`config.mk`:
```
export PLATFORM = sky130hd
export DESIGN_NAME = cop_timeout_mon
export DESIGN_NICKNAME = d
export VERILOG_FILES = /design/src/rtl/cop_tmo_pkg.sv /design/src/rtl/cop_tmo_counter.sv /design/src/rtl/cop_tmo_ctrl.sv /design/src/rtl/cop_tmo_capture.sv /design/src/rtl/cop_timeout_mon.sv
export SDC_FILE = /design/constraint.sdc
export NUM_CORES = 1
export LEC_CHECK = 0
export BUFFER_PORTS_ARGS = -buffer_cell sky130_fd_sc_hd__buf_4
export CORE_UTILIZATION = 30
export CTS_CLUSTER_DIAMETER = 100
export DETAILED_ROUTE_END_ITERATION = 6
export RECOVER_POWER = 50
export SKIP_LAST_GASP = 1
export SYNTH_ARGS = -nofsm -noshare
export SYNTH_HDL_FRONTEND = slang
export SYNTH_SLANG_ARGS = --single-unit
```
`constraint.sdc`:
```
create_clock -name clk -period 5.3 [get_ports clk]
set_input_delay 0 -clock clk [delete_from_list [all_inputs] [get_ports clk]]
set_output_delay 0 -clock clk [all_outputs]
set_load 0.02 [all_outputs]
```
`src/rtl/cop_tmo_pkg.sv`:
```
// Package: types shared by the timeout supervisor modules.
// Assumes: nothing beyond IEEE 1800-2017.
package cop_tmo_pkg;
    // Outcome of an operation, as decided in one cycle.
    typedef enum logic [1:0] {
        OUT_NONE  = 2'd0,
        OUT_OK    = 2'd1,
        OUT_ABORT = 2'd2
    } cop_outcome_e;

    // Width of a counter that holds values 0 .. limit-1.
    function automatic int cnt_width(input int limit);
        return (limit > 2) ? $clog2(limit) : 1;
    endfunction
endpackage

```
`src/rtl/cop_tmo_counter.sv`:
```
// Module: counts the cycles elapsed since an accepted start.
// Assumes: clr has priority over inc; the owner clears it on every start and finish.
module cop_tmo_counter #(
    parameter int LIMIT = 512,
    localparam int CW   = cop_tmo_pkg::cnt_width(LIMIT)
) (
    input  logic          clk,
    input  logic          rst_n,
    input  logic          clr,
    input  logic          inc,
    output logic [CW-1:0] cnt,
    output logic          last
);
    localparam logic [CW-1:0] LAST_V = CW'(LIMIT - 1);

    logic [CW-1:0] cnt_q;

    // Elapsed-cycle register: clear on request, otherwise step while running.
    always_ff @(posedge clk) begin
        if (!rst_n)      cnt_q <= '0;
        else if (clr)    cnt_q <= '0;
        else if (inc)    cnt_q <= cnt_q + 1'b1;
    end

    // Flags the last cycle in which a completion is still accepted.
    always_comb last = (cnt_q == LAST_V);

    assign cnt = cnt_q;

    AST_CNT_IN_RANGE: assert property (@(posedge clk) disable iff (!rst_n)
        cnt_q <= LAST_V);
endmodule

```
`src/rtl/cop_tmo_ctrl.sv`:
```
// Module: handshake control of the supervisor: busy flag and outcome pulses.
// Assumes: start and valid are single-cycle strobes; last is high in the final
// allowed busy cycle.
module cop_tmo_ctrl
    import cop_tmo_pkg::*;
(
    input  logic         clk,
    input  logic         rst_n,
    input  logic         start,
    input  logic         valid,
    input  logic         last,
    output logic         busy,
    output logic         take_start,
    output logic         cnt_clr,
    output logic         cnt_inc,
    output logic         capture,
    output cop_outcome_e outcome
);
    logic busy_q;
    logic fin_ok;
    logic fin_to;
    cop_outcome_e outcome_q;

    // Decode the events of the current cycle from the busy state.
    always_comb begin
        take_start = start & ~busy_q;
        fin_ok     = busy_q & valid;
        fin_to     = busy_q & ~valid & last;
        cnt_clr    = take_start | fin_ok | fin_to;
        cnt_inc    = busy_q & ~cnt_clr;
        capture    = fin_ok;
    end

    // Busy flag: set by an accepted start, cleared by success or abort.
    always_ff @(posedge clk) begin
        if (!rst_n)                busy_q <= 1'b0;
        else if (take_start)       busy_q <= 1'b1;
        else if (fin_ok || fin_to) busy_q <= 1'b0;
    end

    // One-cycle outcome register, cleared when nothing finishes.
    always_ff @(posedge clk) begin
        if (!rst_n)      outcome_q <= OUT_NONE;
        else if (fin_ok) outcome_q <= OUT_OK;
        else if (fin_to) outcome_q <= OUT_ABORT;
        else             outcome_q <= OUT_NONE;
    end

    assign busy    = busy_q;
    assign outcome = outcome_q;

    AST_OK_ENDS_BUSY: assert property (@(posedge clk) disable iff (!rst_n)
        (busy_q && valid) |=> (outcome_q == OUT_OK && !busy_q));
    AST_IDLE_VALID_DROPPED: assert property (@(posedge clk) disable iff (!rst_n)
        (!busy_q && valid) |=> (outcome_q != OUT_OK));
    AST_START_SETS_BUSY: assert property (@(posedge clk) disable iff (!rst_n)
        (!busy_q && start) |=> busy_q);
    AST_OUTCOME_PULSE: assert property (@(posedge clk) disable iff (!rst_n)
        (outcome_q != OUT_NONE) |=> (outcome_q == OUT_NONE));
endmodule

```
`src/rtl/cop_tmo_capture.sv`:
```
// Module: result holding register loaded on an accepted completion.
// Assumes: the data input is valid only in the cycle load is high.
module cop_tmo_capture #(
    parameter int W = 32
) (
    input  logic         clk,
    input  logic         rst_n,
    input  logic         load,
    input  logic [W-1:0] d,
    output logic [W-1:0] q
);
    logic [W-1:0] q_r;

    // Hold the last accepted result.
    always_ff @(posedge clk) begin
        if (!rst_n)    q_r <= '0;
        else if (load) q_r <= d;
    end

    assign q = q_r;

    AST_HOLD_WITHOUT_LOAD: assert property (@(posedge clk) disable iff (!rst_n)
        !load |=> $stable(q_r));
endmodule

```
`src/rtl/cop_timeout_mon.sv`:
```
// Module: top of the coprocessor timeout supervisor.
// Assumes: one operation in flight at most; operands stay stable until the
// operation ends; TMO_LIMIT >= 2.
module cop_timeout_mon
    import cop_tmo_pkg::*;
#(
    parameter int DATA_W    = 32,
    parameter int TMO_LIMIT = 512
) (
    input  logic              clk,
    input  logic              rst_n,
    input  logic              start_i,
    input  logic              cop_valid_i,
    input  logic [DATA_W-1:0] cop_result_i,
    output logic              busy_o,
    output logic              done_o,
    output logic              illegal_o,
    output logic [DATA_W-1:0] result_o
);
    localparam int CW = cnt_width(TMO_LIMIT);

    logic          busy;
    logic          take_start;
    logic          cnt_clr;
    logic          cnt_inc;
    logic          capture;
    logic          last;
    logic [CW-1:0] cnt;
    cop_outcome_e  outcome;

    cop_tmo_ctrl u_ctrl (
        .clk        (clk),
        .rst_n      (rst_n),
        .start      (start_i),
        .valid      (cop_valid_i),
        .last       (last),
        .busy       (busy),
        .take_start (take_start),
        .cnt_clr    (cnt_clr),
        .cnt_inc    (cnt_inc),
        .capture    (capture),
        .outcome    (outcome)
    );

    cop_tmo_counter #(.LIMIT(TMO_LIMIT)) u_cnt (
        .clk   (clk),
        .rst_n (rst_n),
        .clr   (cnt_clr),
        .inc   (cnt_inc),
        .cnt   (cnt),
        .last  (last)
    );

    cop_tmo_capture #(.W(DATA_W)) u_cap (
        .clk   (clk),
        .rst_n (rst_n),
        .load  (capture),
        .d     (cop_result_i),
        .q     (result_o)
    );

    // Map the outcome code onto the output pulses.
    always_comb begin
        busy_o    = busy;
        done_o    = (outcome == OUT_OK);
        illegal_o = (outcome == OUT_ABORT);
    end

    AST_TIMEOUT_ABORTS: assert property (@(posedge clk) disable iff (!rst_n)
        (busy && !cop_valid_i && cnt == CW'(TMO_LIMIT - 1)) |=> (illegal_o && !busy_o));
    AST_EVENTS_EXCLUSIVE: assert property (@(posedge clk) disable iff (!rst_n)
        !(done_o && illegal_o));
    AST_BUSY_START_IGNORED: assert property (@(posedge clk) disable iff (!rst_n)
        (busy && start_i && !cop_valid_i && cnt != CW'(TMO_LIMIT - 1))
        |=> (busy && cnt == $past(cnt) + 1'b1));
    AST_RESULT_CAPTURED: assert property (@(posedge clk) disable iff (!rst_n)
        (busy && cop_valid_i) |=> (result_o == $past(cop_result_i)));
    AST_ILLEGAL_PULSE: assert property (@(posedge clk) disable iff (!rst_n)
        illegal_o |=> !illegal_o);
endmodule

```
After elaboration in Yosys (flattened, before gate mapping). Cells that the tools add are included.

Register bits after elaboration: 44.

Add/sub/neg operators: 1. Equal/unequal tests: 3. Muxes and demuxes: 4. Bitwise operators: 11. Reductions and logical operators: 4.

Operators with widths (count): adder 9 x 1 -> 9 bit, second input constant (1); == test 9 bit, second input constant (1); AND 1 bit (5); NOT 1 bit (4); OR reduction 2 bit (2); 2-to-1 mux 1 bit (3); == test 2 x 1 -> 1 bit, second input constant (1); == test 2 bit, second input constant (1); 2-to-1 mux 2 bit (1); OR 1 bit (2); nonzero test 2 bit (1); logical OR 1 bit (1).

Longest topological paths before layout. Gate-level depths: netlist of the first run.

Word-level depth: 6. Depth in mapped cells: 7.

By module. Synthesis of the first run repeated with hierarchy kept, for this count alone.

Cells, all modules: 160. Area, all modules: 1786.7 sq um.

By module, submodules not included: cop_tmo_capture (times used 1, cells each 103, area an instance 1243.7 sq um, sequential area each 640.6 sq um); cop_tmo_counter (times used 1, cells each 44, area an instance 401.6 sq um, sequential area each 180.2 sq um); cop_tmo_ctrl (times used 1, cells each 11, area an instance 126.4 sq um, sequential area each 60.1 sq um); cop_timeout_mon (times used 1, cells each 2, area an instance 15.0 sq um, sequential area each 0.0 sq um).

Least setup slack after synthesis of the first run. Ideal clock, no wire load.

Path kind: reg-to-reg. From: register u_cnt.cnt_q[0], in the netlist u_cnt.cnt[0]. To: register u_cnt.cnt_q[5], in the netlist u_cnt.cnt[5]. Library setup time: 0.070 ns. Arrival: 1.701 ns. Required time: 5.230 ns. Path slack: 3.529 ns. Cell stages (with the launch flop): 8. Period minus slack after synthesis: 1.771 ns. Cells stage by stage: dfxtp_1 -> ha_1 -> nand3_1 -> nor2_1 -> ha_1 -> or2_0 -> or4_1 -> a21oi_1.

Word-level cells in the longest chain between the ends: 5. Elaborated cells between the ends (all ways): 7. Classes of those cells: add/sub: 1; eq/ne: 1; bitwise: 4; reduce/logical: 1.

Ends and longest elaborated chain: start: declaration (line cop_tmo_counter.sv:16) `logic [CW-1:0] cnt_q;`; start signal: assignment (line cop_tmo_counter.sv:22) `else if (inc) cnt_q <= cnt_q + 1'b1;`; == test 9 bit (line cop_tmo_counter.sv:26) `always_comb last = (cnt_q == LAST_V);`; AND 1 bit (line cop_tmo_ctrl.sv:28) `fin_to = busy_q & ~valid & last;`; OR 1 bit (line cop_tmo_ctrl.sv:29) `cnt_clr = take_start | fin_ok | fin_to;`; NOT 1 bit (line cop_tmo_ctrl.sv:30) `cnt_inc = busy_q & ~cnt_clr;`; AND 1 bit (line cop_tmo_ctrl.sv:30).

Several ways; a longest one is shown, not always the timed one. A chain may end at the register's enable or synchronous reset.

Final worst setup path of the first run. Same ends and word-level chain as after synthesis.

==> results of run 1 <==
-- report_power, final --
| part | total, mW | leakage, nW | switching [mW] | internal [mW] |
|---|---|---|---|---|
| registers | 0.347 | 0.357 | 0.00627 | 0.340 |
| clock network | 0.196 | 0.0400 | 0.107 | 0.0892 |
| logic | 0.0837 | 0.546 | 0.0381 | 0.0455 |
| total | 0.626 | 0.943 | 0.151 | 0.475 |
-- per-layer routing --
| layer | global-route usage | wire (um) | vias up |
|---|---|---|---|
| li1 | - | - | 676 |
| met1 | 0.160 | 1730 | 631 |
| met2 | 0.265 | 1890 | 52 |
| met3 | 0.0528 | 242 | 5 |
| met4 | 0.0566 | 45 | 0 |
| met5 | 0 | 0 | - |
-- state kept, by name, summed over array words and instances, names as in the netlist --
name            cells
u_cnt.cnt           9
u_cap.q            32
u_ctrl.outcome      2
u_ctrl.busy         1
-- critical path: stages, from the launching register on --
cell and delay [ns]:
dfxtp_1 0.34, ha_1 0.24, nand3_1 0.09, nor2_1 0.05
ha_1 0.22, or2_0 0.24, or4_1 0.50, a21oi_1 0.16
-- kinds of logic (layout without fill, tap and decap cells) --
| family | count (synthesis) | after routing | synth area share |
|---|---|---|---|
| AOI/OAI and AO/OA | 41 | 41 | 0.226 |
| xor gates and xnor gates | 4 | 4 | 0.0236 |
| buffers and inverters | 8 | 111 | 0.0278 |
| and+or+nand+nor | 26 | 26 | 0.0993 |
| muxes | 2 | 2 | 0.0135 |
| adders and majority gates | 2 | 2 | 0.0168 |
| DFF | 44 | 44 | 0.593 |
-- Yosys cell counts (2+ instances only) --
| cell type | n | area [um2] |
|---|---|---|
| nand4_1 | 3 | 18.8 |
| o21ai_0 | 2 | 10.0 |
| nand2_1 | 2 | 7.51 |
| ha_1 | 2 | 25.0 |
| a22o_1 | 32 | 280 |
| nor2b_1 | 3 | 18.8 |
| xor2_1 | 3 | 26.3 |
| or3_1 | 2 | 12.5 |
| nand3_1 | 3 | 15.0 |
| dfxtp_1 | 44 | 881 |
| nor2_1 | 8 | 30.0 |
| mux2i_1 | 2 | 20.0 |
| a21oi_1 | 3 | 15.0 |
| buf_2 | 6 | 30.0 |
-- cells in the final DEF (no fill, tap or decap), drive strengths merged --
cell type	count
a21boi	1
a21oi	3
a22o	32
and3	1
and4b	1
buf	36
clkbuf	40
clkinv	1
clkinvlp	1
dfxtp	44
dlygate4sd3	33
ha	2
mux2i	2
nand2	2
nand3	3
nand4	3
nor2	8
nor2b	3
nor3b	1
o21a	1
o21ai	3
o31ai	1
or2	1
or3	2
or4	1
xnor2	1
xor2	3
-- per-stage QoR --
stage,power (mW),hold WS [ns]
5_1_grt,0.657,0.0648
3_5_place_dp,0.426,0.214
2_1_floorplan,0.386,0.118
6_report,0.626,0.0339
4_1_cts,0.644,0.0340
3_3_place_gp,0.424,0.211
-- final cells by class --
type,instances,area share
Clock buffer,5,0.0293
Tap cell,67,0.0358
Timing Repair Buffer,104,0.312
Clock inverter,2,0.00534
Sequential cell,44,0.376
Multi-Input combinational cell,75,0.242
-- how the worst max path moves through the flow --
stage	start	to	depth (start not counted)
global placement	u_cnt.cnt[0]	u_cnt.cnt[5]	7
global route	u_cnt.cnt[0]	u_cnt.cnt[7]	7
floorplan	u_cnt.cnt[0]	u_cnt.cnt[5]	7
detailed placement	u_cnt.cnt[0]	u_cnt.cnt[5]	7
CTS	u_cnt.cnt[0]	u_cnt.cnt[5]	7
finish	u_cnt.cnt[0]	u_cnt.cnt[5]	7
==> impl_metrics.json, run 1 <==
{
  "async_reset_ff_frac": 0,
  "place_ws_ns": 3.41,
  "grt-ovfl-total": 0,
  "dp_hpwl_um": 2520,
  "avgSynthCellArea_um2": 11.7,
  "syn_to_final_growth_pct": 57.7,
  "synthesis.area_mm2": 0.00149,
  "finalNonFillerCells": 297,
  "ant_nets": 0,
  "yosysWarnings": 0,
  "synth_seq_cells": 44,
  "fin_ws_ns": 3.40,
  "p_leak_nw": 0.943,
  "r2r-start": "u_cnt.cnt[0]",
  "clk_pin_slew_ns": 0.08,
  "peakVddDrop_mv": 0.140,
  "powerDensity_mw_per_mm2": 267,
  "gp_congestion": 0.784,
  "tritoncts": "done",
  "fillers": 469,
  "grt_max_degree": 34,
  "cts.path.max_buffers": 2,
  "drive_gt1_frac": 0.204,
  "fin_area_mm2": 0.00234,
  "whs_endpoint": "u_ctrl.busy",
  "clock_skew_ns": 0.00676,
  "row_count": 25,
  "dp_cells": 257,
  "critical_path_arrival_ns": 2.12,
  "holdCritStartpoint": "start_i",
  "ctsResizeCount": 0,
  "start_util": 0.313,
  "wire_per_inst_um": 13.2,
  "critPathRequiredTime_ns": 5.52,
  "slew_violations": 0,
  "clk_latency_ns": 0.29,
  "finalSetupTns_ns": 0,
  "ys_seq_area_frac": 0.593,
  "synth.net_count": 165,
  "drt-vias-per-instance": 4.59,
  "hold_path.class": "input pin to register",
  "path_max_fanout": 4,
  "antenna_found_initial": 0,
  "utilization": 0.493,
  "io_buffers": 70,
  "clock.fmax_ghz": 0.527,
  "synth_flop_cell": "dfxtp_1",
  "fin_crit_sh": 0.358,
  "antennaDiodeCount": 0,
  "path_class": "register to register",
  "postCtsSetupBuffers": 0,
  "netlist_instances": 127,
  "layout_min_cycle_time_ns": 1.90,
  "die_area_mm2": 0.00524,
  "multi_input_area_um2": 567,
  "cts_hold_buf": 33,
  "routed_wirelength_um": 3910,
  "pin_count": 71,
  "synth.distinct_cells": 26,
  "startpoint_type": "register",
  "cts_made_buffers": 5,
  "cap_violations": 0,
  "hold_path_depth": 3,
  "seq_area_um2": 881,
  "dr.pass1.iters": 4,
  "tightest_slew_ns": 1.16,
  "synth-edff-count": 0,
  "hold_viol_final": 0,
  "drt_iter0_markers": 46,
  "r2r_end": "u_cnt.cnt[5]",
  "outcome": "finished, final reports clean",
  "grt_pass1_vias": 1333,
  "h-tree-depth": 2,
  "setup_viol": 0,
  "grt_setup_unrepaired": "no",
  "cts_sinks": 44,
  "placed_area_mm2": 0.00207,
  "worst_setup_path_end_kind": "register",
  "post-route-drc-count": 0,
  "track_usage": 0.149,
  "rrSetupSlack_ns": 3.40,
  "core-area_mm2": 0.00475,
  "grt_pass1_wl_um": 5940,
  "die_w_um": 72.4,
  "dr_total_vias": 1364,
  "r2r_cells": 7,
  "slew_headroom": 0.224,
  "nets": 268,
  "dieHeight_um": 72.4,
  "root_buffer": "clkbuf_8"
}
No activity file was read; power rests on OpenSTA's default activity.
==> inputs of run 2 (changes only) <==
==> constraint.sdc (replaced) <==
create_clock -name clk -period 2 [get_ports clk]
set_input_delay 0 -clock clk [delete_from_list [all_inputs] [get_ports clk]]
set_output_delay 0 -clock clk [all_outputs]
set_load 0.02 [all_outputs]
==> impl_metrics.json, run 2 (same netlist as run 1, synthesis figures left out) <==
{
  "rrSetupSlack_ns": 0.1,
  "die_area_mm2": 0.00524,
  "track_usage": 0.145,
  "dr_total_vias": 1375,
  "ant_nets": 0,
  "utilization": 0.496,
  "syn_to_final_growth_pct": 58.7,
  "gp_congestion": 0.784,
  "p_leak_nw": 0.947,
  "clk_latency_ns": 0.29,
  "ctsResizeCount": 0,
  "whs_endpoint": "u_ctrl.busy",
  "path_class": "register to register",
  "r2r_cells": 7,
  "grt-ovfl-total": 0,
  "tightest_slew_ns": 0.609,
  "dr.pass1.iters": 4,
  "path_max_fanout": 4,
  "finalNonFillerCells": 298,
  "largest_reg_flops": 32,
  "slew_headroom": 0.594,
  "cts_made_buffers": 5,
  "cp-startpoint": "u_cnt.cnt[0]",
  "grt_pass1_vias": 1292,
  "drt-vias-per-instance": 4.61,
  "worst_setup_path_end_kind": "register",
  "fin_crit_sh": 0.950,
  "row_count": 25,
  "use_met2": 0.256,
  "outcome": "finished, final reports clean",
  "clk_pin_slew_ns": 0.08,
  "die_w_um": 72.4,
  "drive_gt1_frac": 0.208,
  "post-route-drc-count": 0,
  "clock.fmax_ghz": 0.526,
  "critPathRequiredTime_ns": 2.21,
  "routed_wirelength_um": 3990,
  "core-area_mm2": 0.00475,
  "io_buffers": 70,
  "grt_setup_unrepaired": "no",
  "setup_viol": 0,
  "pin_count": 71,
  "grt_max_degree": 34,
  "nets": 268,
  "holdCritStartpoint": "start_i",
  "hold_path.class": "input pin to register",
  "start_util": 0.313,
  "h-tree-depth": 2,
  "slew_violations": 0,
  "clock_skew_ns": 0.00623,
  "grt_pass1_wl_um": 5930,
  "postCtsSetupBuffers": 0,
  "peakVddDrop_mv": 0.292,
  "powerDensity_mw_per_mm2": 724,
  "finalSetupTns_ns": 0,
  "hold_viol_final": 0,
  "cts.path.max_buffers": 2,
  "wire_per_inst_um": 13.4,
  "cap_violations": 0,
  "layout_min_cycle_time_ns": 1.90,
  "cts_sinks": 44,
  "dp_hpwl_um": 2500,
  "dp_cells": 257,
  "final_cell_mix": "dfxtp_1 (44), clkbuf_1 (36), buf_4 (36)",
  "grt-busiest-layer": "met2",
  "r2r-start": "u_cnt.cnt[0]",
  "grtUsageMet1": 0.169,
  "startpoint_type": "register",
  "hold_path_depth": 3,
  "root_buffer": "clkbuf_8",
  "fillers": 462,
  "dieHeight_um": 72.4,
  "final_common_cell": "dfxtp_1",
  "drt_iter0_markers": 36,
  "tritoncts": "done",
  "antennaDiodeCount": 0,
  "critical_path_arrival_ns": 2.11,
  "r2r_end": "u_cnt.cnt[5]",
  "use_met3": 0.0444,
  "antenna_found_initial": 0
}
-- run 2: changes by cell type in the layout (fill, tap and decap cells not counted), sizes merged --
cell / before / now
clkinv: 1 / 0
clkbuf: 40 / 42
-- run 2: area by class of cell --
cell class	count	area, um2	area share
clock buffer	7	86.3	0.0366
multi-input combinational	75	568	0.241
timing repair buffer	104	732	0.310
tap	67	83.8	0.0355
clock inverter	1	7.51	0.00318
sequential	44	881	0.373
-- run 2: repair_timing --
action	CTS	global route
setup endpoints to repair	0	0
hold endpoints to repair	33	0
hold buffers	33	0
-- run 2: worst max-delay path by stage --
| stage | slack (ns) | endpoint |
|---|---|---|
| after floorplan | 0.23 | u_cnt.cnt[5] |
| after global placement | 0.19 | u_cnt.cnt[5] |
| after detailed placement | 0.10 | u_cnt.cnt[5] |
| after CTS | 0.08 | u_cnt.cnt[5] |
| after global routing | 0.02 | u_cnt.cnt[5] |
| final | 0.1 | u_cnt.cnt[5] |
-- run 2: report_power, final --
| part | leakage (nW) | total, mW | internal [mW] | switching, mW |
|---|---|---|---|---|
| registers | 0.357 | 0.919 | 0.902 | 0.0172 |
| clock network | 0.0445 | 0.566 | 0.281 | 0.286 |
| logic | 0.546 | 0.222 | 0.120 | 0.102 |
-- run 2: per-stage QoR --
step	setup WS [ns]	cell area (um2)	power (mW)	hold WS [ns]
final	0.0990	2360	1.71	0.0441
after global routing	0.0235	2360	1.79	0.0846
after CTS	0.0812	2490	1.75	0.0395
after detailed placement	0.102	2070	1.13	0.213
after global placement	0.188	2070	1.12	0.211
after floorplan	0.229	1490	1.02	0.118
-- run 2: critical path, cell delays in order (launching register included) --
cell and delay, ns:
dfxtp_1 0.35, ha_1 0.24, nand3_1 0.09, nor2_1 0.05, ha_1 0.21, or2_0 0.24, or4_1 0.50, a21oi_1 0.16
-- run 2: metal layers --
metal  vias up  share of wire
met3         4          0.053
met5         -              0
met2        49           0.49
met1       646           0.45
li1        676              -
met4         0         0.0073
==> inputs of run 3 (changes only) <==
--- a/config.mk
+++ b/config.mk
@@ -10,6 +10,7 @@
 export CTS_CLUSTER_DIAMETER = 100
 export DETAILED_ROUTE_END_ITERATION = 6
 export RECOVER_POWER = 50
+export SETUP_SLACK_MARGIN = 0.5
 export SKIP_LAST_GASP = 1
 export SYNTH_ARGS = -nofsm -noshare
 export SYNTH_HDL_FRONTEND = slang
==> impl_metrics.json, run 3 (same netlist as run 1, synthesis figures left out) <==
{
  "outcome": "finished, final reports clean",
  "cts_sinks": 44,
  "clock_skew_ns": 0.00646,
  "final_common_cell": "buf_4",
  "layout_min_cycle_time_ns": 1.71,
  "tritoncts": "done",
  "final_cell_mix": "buf_4 (46), dfxtp_1 (38), clkbuf_1 (35)",
  "multi_input_area_um2": 618,
  "path_max_fanout": 2,
  "finalSetupTns_ns": 0,
  "grt-ovfl-total": 0,
  "critPathRequiredTime_ns": 2.22,
  "worst_setup_path_end_kind": "register",
  "dp_hpwl_um": 2560,
  "hold_viol_final": 0,
  "cts.path.max_buffers": 2,
  "critical_path_arrival_ns": 1.93,
  "drt_iter0_markers": 32,
  "peakVddDrop_mv": 0.313,
  "io_buffers": 70,
  "fin_hold_ws_ns": 0.0184,
  "r2r-start": "u_cnt.cnt[1]",
  "hold_path.class": "input pin to register",
  "core-area_mm2": 0.00475,
  "grt_pass1_wl_um": 6350,
  "drive_gt1_frac": 0.288,
  "cap_violations": 0,
  "rrSetupSlack_ns": 0.29,
  "fin_crit_sh": 0.853,
  "antennaDiodeCount": 0,
  "nets": 280,
  "path_class": "register to register",
  "dr_total_vias": 1400,
  "powerDensity_mw_per_mm2": 726,
  "p_leak_nw": 1.02,
  "post-route-drc-count": 0,
  "root_buffer": "clkbuf_8",
  "row_count": 25,
  "dieHeight_um": 72.4,
  "critPathCapture": "u_cnt.cnt[5]",
  "start_util": 0.313,
  "r2r_end": "u_cnt.cnt[5]",
  "syn_to_final_growth_pct": 70.3,
  "startpoint_type": "register",
  "largest_reg_flops": 32,
  "antenna_found_initial": 0,
  "clk_pin_slew_ns": 0.08,
  "drt-vias-per-instance": 4.52,
  "ant_nets": 0,
  "routed_wirelength_um": 4140,
  "slew_headroom": 0.547,
  "crit_slowest_cell": "or4_1",
  "slew_violations": 0,
  "grt_setup_unrepaired": "yes",
  "seq_area_um2": 896,
  "r2r_cells": 7,
  "dr.pass1.iters": 4,
  "max_stage_delay_ns": 0.47,
  "grt_pass1_vias": 1324,
  "grt_max_degree": 34,
  "die_w_um": 72.4,
  "track_usage": 0.156,
  "h-tree-depth": 2,
  "clock.fmax_ghz": 0.586,
  "cp-startpoint": "u_cnt.cnt[1]",
  "path_cells": "ha_4 -> nand3_2 -> nor2_2 -> ha_1 -> or2_0 -> or4_1 -> a21oi_1",
  "cts_made_buffers": 5,
  "pin_count": 71,
  "setup_viol": 0,
  "tightest_slew_ns": 0.675,
  "clk_latency_ns": 0.29,
  "wire_per_inst_um": 13.4,
  "fillers": 476,
  "gp_congestion": 0.814,
  "die_area_mm2": 0.00524
}
[run 3: cell count changes in the layout (fill, tap and decap cells not counted), moves of 2 or more]
cell     previous run  this run
dfxtp_2             0         3
dfxtp_4             0         3
o21ai_4             0         2
buf_4              36        46
dfxtp_1            44        38
[run 3: routing by layer]
| layer | GRT usage | up-vias | wire, um |
|---|---|---|---|
| met5 | 0 | - | 0 |
| met4 | 0.0588 | 0 | 49 |
| met3 | 0.0250 | 4 | 232 |
| met2 | 0.264 | 56 | 1930 |
| met1 | 0.199 | 638 | 1930 |
| li1 | - | 702 | - |
[run 3: repair_timing]
item,in CTS,in global routing
pin swaps,6,0
cloned,1,0
endpoints found under the hold margin,33,0
setup buffers,11,0
setup endpoints to repair,28,42
resized for setup,11,1
hold buffers,33,0
[run 3: where the power goes]
| group | internal [mW] | total (mW) | switching [mW] |
|---|---|---|---|
| clock network | 0.376 | 0.685 | 0.308 |
| logic | 0.130 | 0.238 | 0.108 |
| registers | 0.898 | 0.916 | 0.0173 |
| total | 1.40 | 1.84 | 0.434 |
[run 3: area by class of cell]
class,instances,share of cell area
flip-flops and latches,44,0.354
repair buffers,115,0.323
multi-input cells,76,0.244
well taps,67,0.0331
clock buffers,5,0.0272
clock inverters,3,0.0183
[run 3: how the worst min path moves through the flow]
stage          slack (ns)            to        startpoint  depth (start not counted)
6_report             0.02  u_cnt.cnt[5]             rst_n                          3
5_1_grt              0.02  u_cnt.cnt[0]             rst_n                          3
4_1_cts             0.002  u_cnt.cnt[3]             rst_n                          3
3_5_place_dp         0.21   u_cap.q[12]  cop_result_i[12]                          2
3_3_place_gp         0.21   u_cap.q[12]  cop_result_i[12]                          2
2_1_floorplan        0.12   u_ctrl.busy             rst_n                          1
[run 3: per-stage QoR]
step | worst slack, ns | instance area [um2] | utilization | power, mW | cells
floorplan | 0.401 | 1510 | - | 1.02 | 127
detailed placement | 0.313 | 2090 | 0.439 | 1.13 | 257
global route | 0.227 | 2530 | 0.532 | 1.91 | 310
CTS | 0.339 | 2660 | 0.559 | 1.87 | 310
finish | 0.294 | 2530 | 0.532 | 1.84 | 310
global placement | 0.372 | 2090 | 0.439 | 1.13 | 257
[run 3: worst max-delay path: cells and delay by family (launching register included)]
| kind | cells | cell delay (ns) |
|---|---|---|
| and+or+nand+nor | 4 | 0.81 |
| DFF | 1 | 0.36 |
| adders and majority gates | 2 | 0.35 |
| AOI/OAI and AO/OA | 1 | 0.13 |
